===== config.mk =====
export PLATFORM = sky130hd
export DESIGN_NAME = evt_frame_builder
export DESIGN_NICKNAME = d
export VERILOG_FILES = /design/src/rtl/evt_frame_pkg.sv /design/src/rtl/evt_chan_slot.sv /design/src/rtl/evt_frame_reg.sv /design/src/rtl/evt_frame_builder.sv
export SDC_FILE = /design/constraint.sdc
export NUM_CORES = 1
export LEC_CHECK = 0
export BUFFER_PORTS_ARGS = -buffer_cell sky130_fd_sc_hd__buf_2
export CAP_MARGIN = 20
export CORE_UTILIZATION = 23
export CTS_CLUSTER_SIZE = 25
export DETAILED_ROUTE_END_ITERATION = 6
export REMOVE_ABC_BUFFERS = 1
export SYNTH_ARGS = -nofsm -noshare
export SYNTH_HDL_FRONTEND = slang
export SYNTH_SLANG_ARGS = --single-unit

===== constraint.sdc =====
create_clock -name clk -period 2.1 [get_ports clk]
set_input_delay 0.315 -clock clk [delete_from_list [all_inputs] [get_ports clk]]
set_output_delay 0.315 -clock clk [all_outputs]
set_load 0.05 [all_outputs]

===== src/rtl/evt_frame_pkg.sv =====
package evt_frame_pkg;
    localparam int BX_W     = 2;
    localparam int T_W      = 6;
    localparam int N_BX     = 3;
    localparam int FIELD_W  = BX_W + T_W;
    localparam logic [BX_W-1:0] CODE_NONE = {BX_W{1'b1}};

    typedef struct packed {
        logic [BX_W-1:0] code;
        logic [T_W-1:0]  fine;
    } slot_t;

    localparam slot_t SLOT_EMPTY = '{code: CODE_NONE, fine: {T_W{1'b1}}};
endpackage


===== src/rtl/evt_chan_slot.sv =====
module evt_chan_slot
    import evt_frame_pkg::*;
(
    input  logic            clk,
    input  logic            rst_n,
    input  logic            hit_vld,
    input  logic [BX_W-1:0] hit_bx,
    input  logic [T_W-1:0]  hit_time,
    input  logic            clr,
    output slot_t           field_out
);
    slot_t slot_d, slot_q;
    logic  take;

    always_comb begin
        take   = hit_vld && (hit_bx < BX_W'(N_BX)) && (hit_bx < slot_q.code);
        slot_d = slot_q;
        if (take) begin
            slot_d.code = hit_bx;
            slot_d.fine = hit_time;
        end
        field_out = slot_d;
        if (clr) begin
            slot_d = SLOT_EMPTY;
        end
    end

    always_ff @(posedge clk or negedge rst_n) begin
        if (!rst_n) slot_q <= SLOT_EMPTY;
        else        slot_q <= slot_d;
    end

    // An empty slot must carry an all-ones fine time
    assert_empty_fine_R4: assert property (@(posedge clk) disable iff (!rst_n)
        (slot_q.code == CODE_NONE) |-> (slot_q.fine == {T_W{1'b1}}));

    // Inside a window the kept crossing code may only fall
    assert_code_monotone_R5: assert property (@(posedge clk) disable iff (!rst_n)
        !clr |=> (slot_q.code <= $past(slot_q.code)));
endmodule


===== src/rtl/evt_frame_reg.sv =====
module evt_frame_reg #(
    parameter int HDR_W   = 32,
    parameter int BODY_W  = 256
) (
    input  logic                    clk,
    input  logic                    rst_n,
    input  logic                    close_i,
    input  logic [HDR_W-1:0]        hdr_i,
    input  logic [BODY_W-1:0]       body_i,
    output logic [HDR_W+BODY_W-1:0] frame_o,
    output logic                    vld_o
);
    localparam int FRAME_W = HDR_W + BODY_W;

    typedef struct packed {
        logic [FRAME_W-1:0] frame;
        logic               vld;
    } out_t;

    out_t out_d, out_q;

    always_comb begin
        out_d     = out_q;
        out_d.vld = 1'b0;
        if (close_i) begin
            out_d.frame = {body_i, hdr_i};
            out_d.vld   = 1'b1;
        end
    end

    always_ff @(posedge clk or negedge rst_n) begin
        if (!rst_n) out_q <= '0;
        else        out_q <= out_d;
    end

    assign frame_o = out_q.frame;
    assign vld_o   = out_q.vld;

    assert_vld_after_close_R7: assert property (@(posedge clk) disable iff (!rst_n)
        close_i |=> vld_o);

    assert_hold_between_R7: assert property (@(posedge clk) disable iff (!rst_n)
        !close_i |=> (!vld_o && $stable(frame_o)));

    assert_hdr_capture_R2: assert property (@(posedge clk) disable iff (!rst_n)
        close_i |=> (frame_o[HDR_W-1:0] == $past(hdr_i)));
endmodule


===== src/rtl/evt_frame_builder.sv =====
module evt_frame_builder
    import evt_frame_pkg::*;
#(
    parameter int N_CH  = 32,
    parameter int HDR_W = 32
) (
    input  logic                             clk,
    input  logic                             rst_n,
    input  logic [N_CH-1:0]                  hit_vld,
    input  logic [N_CH*BX_W-1:0]             hit_bx,
    input  logic [N_CH*T_W-1:0]              hit_time,
    input  logic [HDR_W-1:0]                 hdr,
    input  logic                             win_close,
    output logic [HDR_W+N_CH*FIELD_W-1:0]    frame,
    output logic                             frame_vld
);
    localparam int BODY_W = N_CH * FIELD_W;

    logic [BODY_W-1:0] body;

    for (genvar c = 0; c < N_CH; c++) begin : g_chan
        slot_t fld;
        evt_chan_slot u_slot (
            .clk       (clk),
            .rst_n     (rst_n),
            .hit_vld   (hit_vld[c]),
            .hit_bx    (hit_bx[c*BX_W +: BX_W]),
            .hit_time  (hit_time[c*T_W +: T_W]),
            .clr       (win_close),
            .field_out (fld)
        );
        assign body[c*FIELD_W +: FIELD_W] = fld;
    end

    evt_frame_reg #(.HDR_W(HDR_W), .BODY_W(BODY_W)) u_out (
        .clk     (clk),
        .rst_n   (rst_n),
        .close_i (win_close),
        .hdr_i   (hdr),
        .body_i  (body),
        .frame_o (frame),
        .vld_o   (frame_vld)
    );
endmodule


# Word level (Yosys, flattened, before mapping)
# Index checks and enable logic that the tools add are counted.
[op_classes] order_cmp=64 muxes=65 n_reduce_logical=64
[ops] cell="$mux 8" count=64
[ops] cell="$logic_and 1x1->1" count=64
[ops] cell="$lt 2x2->1" count=32
[ops] cell="$lt 2x2->1 const B" count=32
[ops] cell="$mux 1" count=1
[totals] ff_bits=545 input_bits=323 out_inout_bits=289 wordCells=259

# Logic depth before layout (Yosys ltp)
[depth] word_depth=5 depth_mapped=7 mapped_depth_nobuf=6

# Cells and area by module
# From an unflattened synthesis, not the netlist that was laid out.
[hier_totals] cells_unflattened=2279 area_unflattened_um2=27277.4
[modules_own_cells] mod="evt_chan_slot (g_chan[10].u_slot ...)" n_inst=31 cells_per_inst=52 area_each_um2=491.7 seq_area_each_um2=210.2
[modules_own_cells] mod="evt_frame_reg" n_inst=1 cells_per_inst=609 area_each_um2=11552.3 seq_area_each_um2=7231.9
[modules_own_cells] mod="evt_chan_slot (g_chan[0].u_slot)" n_inst=1 cells_per_inst=58 area_each_um2=481.7 seq_area_each_um2=210.2

# Least setup slack after synthesis
# Ideal clock, no wire load.
[synth_timing] kind="reg2reg" startpoint="reg g_chan[10].u_slot.slot_q[7] (netlist name)" endpoint="reg u_out.out_q (netlist bit u_out.frame_o[112])" setup_time_ns=0.082 t_arrival_ns=1.468 required_time_ns=2.018 path_slack_ns=0.550 stages_incl_launch_ff=7 path_buffers=0 synth_period_minus_slack_ns=1.550 cell_sequence="dfstp_2 -> inv_1 -> ha_1 -> nor2_1 -> a21o_1 -> nand3_1 -> a31oi_1"
[synth_via] elab_chain_cells=3
[synth_lines] item="start, declared" line_no="evt_chan_slot.sv:12" rtl="slot_t slot_d, slot_q;"
[synth_lines] item="start signal, assigned" line_no="evt_chan_slot.sv:30" rtl="else slot_q <= slot_d;"
[synth_lines] item="$lt 2x2->1" line_no="evt_chan_slot.sv:16" rtl="take = hit_vld && (hit_bx < BX_W'(N_BX)) && (hit_bx < slot_q.code);"
[synth_lines] item="$logic_and 1x1->1" line_no="evt_chan_slot.sv:16"
[synth_lines] item="$mux 8" line_no="evt_chan_slot.sv:18" rtl="if (take) begin"
[synth_lines] item="end signal, assigned" line_no="evt_frame_reg.sv:33" rtl="else out_q <= out_d;"
[synth_lines] item="end, declared" line_no="evt_frame_reg.sv:20" rtl="out_t out_d, out_q;"
# No other way between the ends.
# A chain may end at the register's enable or synchronous reset.

==> flow_summary_export.csv <==
group,metric,value,unit
clocking,cts-buffers-inserted,67,
timing,final.period_utilization,94.5,%
power_and_ir_drop,p_clk_share,36.1,%
power_and_ir_drop,p_sw_share,34.0,%
route,viasPerCell,4.48,
yosys,ys_async_sr_fraction,100,%
yosys,synth_seq_cells,545,
timing,hold_slack,0.0507,ns
placed_design,hpwl,55.4,mm
run,maxCapViolations,0,
yosys,synth_area_leaders,"dfrtp_1 30%, dfstp_2 28%, nand3b_1 7.0%, a31oi_1 5.8%, nand3_1 4.0%",
layout,fin_nets,3533,
critical_path,critical_path.startpoint_type,"register",
yosys,yosysTopAreaCell,"dfrtp_1",
route,totalWireLength,77.0,mm
run_status,status,"finished clean",
global_route,track_usage,14.2,%
yosys,ys_types,23,
clocking,clkSinkCount,545,
layout,final_cells,4616,
floorplan,die_w,326,um
clocking,clockRootBuffer,"clkbuf_16",
yosys,yosysWarnings,0,
placed_design,placement.io_buffers,611,
global_route,grt_start_max_net_pins,85,
power_and_ir_drop,p_comb_share,25.0,%
critical_path,r2r_slack,0.12,ns
floorplan,placementRows,118,
timing,rsz0062_at_grt,"false",
yosys,synth-main-ff-cell,"dfrtp_1",
layout,fill_cells,10600,
yosys,yosysSeqAreaShare,57.9,%
timing,tightest_slew,0.682,ns
power_and_ir_drop,intPower,0.0216,W
critical_path,cp_top_family,"buffers and inverters",
global_route,grt_pass1_vias,21300,
critical_path,cp_data_required_time,2.65,ns
layout,syn_to_final_growth,41.6,%
critical_path,path_buf_inv,3,
route,wl_per_cell,16.7,um
yosys,yosys.area.top_type_share,30.0,%
placed_design,place_ws,0.308,ns
power_and_ir_drop,p_per_area,960,mW/mm^2
layout,seq_area,0.0140,sq mm
layout,multi_input_area,0.00912,sq mm
yosys,synth_edf_count,0,
global_route,grt_pass1_wl,119,mm
worst_hold_path,hp-class,"in -> reg",
placed_design,gp_congestion,0.870,
floorplan,die-area,0.106,sq mm
timing,finalSetupViolations,0,
power_and_ir_drop,p_seq_share,38.8,%
timing,fin_ws,0.116,ns
global_route,grt-ovfl-total,0,
layout,layout_common_cells,"609 x buf_2, 289 x dfrtp_1, 286 x dlygate4sd3_1",
floorplan,initial_core_util,23.3,%
critical_path,worstSetupPathType,"reg -> reg",
timing,hold_viol_final,0,
power_and_ir_drop,p_sw,0.0111,W
yosys,syn_area_per_cell,10.5,sq um
floorplan,io_pins,612,
yosys,netlist_instances,2294,
power_and_ir_drop,p_leak,14.4,nW
clocking,cts_setup_buffers,0,
critical_path,slowest_stage,"dlygate4sd3_1",
worst_hold_path,holdCritStartpoint,"hit_time[163]",
clocking,cts_tree,"done",
power_and_ir_drop,ir_worst_vdd,553,uV
route,vias,20700,
route,drc,0,
timing,maxSlewViolCount,0,
critical_path,critical_path.startpoint,"g_chan[20].u_slot.slot_q[7]",
route,drtAntennaViolNets,0,
placed_design,dp_cells,4203,
critical_path,worst-path-max-fanout,5,
clocking,h-tree-depth,3,
timing,fin_crit,1.98,ns
timing,fmax,504,MHz
route,drt_iter0_markers,1149,
critical_path,cp_slowest_stage_delay,0.58,ns
layout,drive_gt1_share,34.1,%
floorplan,fp.dieH,326,um
layout,layout_commonest_cell,"buf_2",
critical_path,r2r-start,"g_chan[20].u_slot.slot_q[7]",
clocking,clk_latency,0.61,ns
floorplan,core_area,0.104,sq mm
critical_path,arrival,2.53,ns
critical_path,end_kind,"register",
timing,slew_headroom,54.4,%
clocking,path_clk_slew,0.06,ns
clocking,cts_buffer_depth,3,
critical_path,cp_cell_sequence,"inv_1 > ha_1 > nor2b_1 > buf_4 > nand4_1 > dlygate4sd3_1 > nand3b_1",
timing,setup_tns,0,ns
yosys,synthesis.area,0.0241,sq mm
timing,skew,0.0279,ns
global_route,antenna_found_initial,18,
route,dr.pass1.iters,5,
logic make-up (layout without fill, tap and decap cells):
group	count (synthesis)	after routing	share of synthesized area (%)
other cells	0	6	0
buf+inv	245	1181	4.27
mux	64	64	2.82
compound gates	544	544	13.6
simple gates	864	864	19.8
flops	545	545	57.9
fa+ha+maj	32	32	1.66
stage by stage:
stage / power (W) / utilization [%] / cell area (sq um)
6_report: 0.0328 / 32.9 / 34100
5_1_grt: 0.0343 / 32.9 / 34100
4_1_cts: 0.0333 / 32.9 / 34100
3_5_place_dp: 0.0207 / 28.0 / 29000
3_3_place_gp: 0.0206 / 28.0 / 29000
2_1_floorplan: 0.0179 / - / 23400
cells in the mapped netlist (all sizes together) (74+ instances only):
cell and count:
a31oi 224, buf 75, clkbuf 74, dfrtp 289, dfstp 256, inv 96, nand2b 96, nand3 192
nand3b 224, nor2 256, o21ai 224
tightest hold or removal path: stages:
cell and delay [ns]:
buf_2 0.15, nand3_1 0.10, nand3b_1 0.08
layout make-up:
class / instances / area share [%]
sequential: 545 / 40.9
multi-input combinational: 1504 / 26.7
timing repair buffer: 964 / 19.6
clock buffer: 101 / 5.86
tap: 1380 / 5.06
inverter: 96 / 1.06
clock inverter: 20 / 0.733
antenna: 6 / 0.0440
per-layer routing:
layer | wire, um | share of wire (%) | global-route usage, % | vias up
met2 | 35400 | 46 | 22.7 | 591
met3 | 6940 | 9.0 | 5.57 | 161
met5 | 149 | 0.19 | 0 | -
met1 | 31900 | 41 | 16.9 | 9886
met4 | 2570 | 3.3 | 5.92 | 24
li1 | - | - | - | 9996
power groups by stage:
stage	Combinational (W)	Clock, W	Sequential, W
global placement	0.00774	0	0.0128
floorplan	0.00224	0	0.0156
finish	0.00820	0.0118	0.0127
CTS	0.00826	0.0123	0.0127
detailed placement	0.00780	0	0.0129
global route	0.00883	0.0126	0.0129
registers in the layout (all words and copies together), names as in the netlist:
register / cells
u_out.vld_o: 1
g_chan.u_slot.slot_q: 256
u_out.frame_o: 288
final timing paths:
kind / depth (start not counted) / to
worst max-delay path: 7 / g_chan[20].u_slot.slot_q[7]
worst min-delay path: 3 / g_chan[27].u_slot.slot_q[1]
worst max register to register: 7 / g_chan[20].u_slot.slot_q[7]
worst min register to register: 1 / u_out.frame_o[14]
max in group asynchronous: 3 / g_chan[16].u_slot.slot_q[3]
min in group asynchronous: 2 / u_out.frame_o[35]
repair_timing:
action / in CTS / in global routing
hold buffers: 286 / 0
setup endpoints to repair: 0 / 2
endpoints found under the hold margin: 608 / 0
resized for setup: 0 / 2
Note: power is estimated with default switching activity, not from simulation.
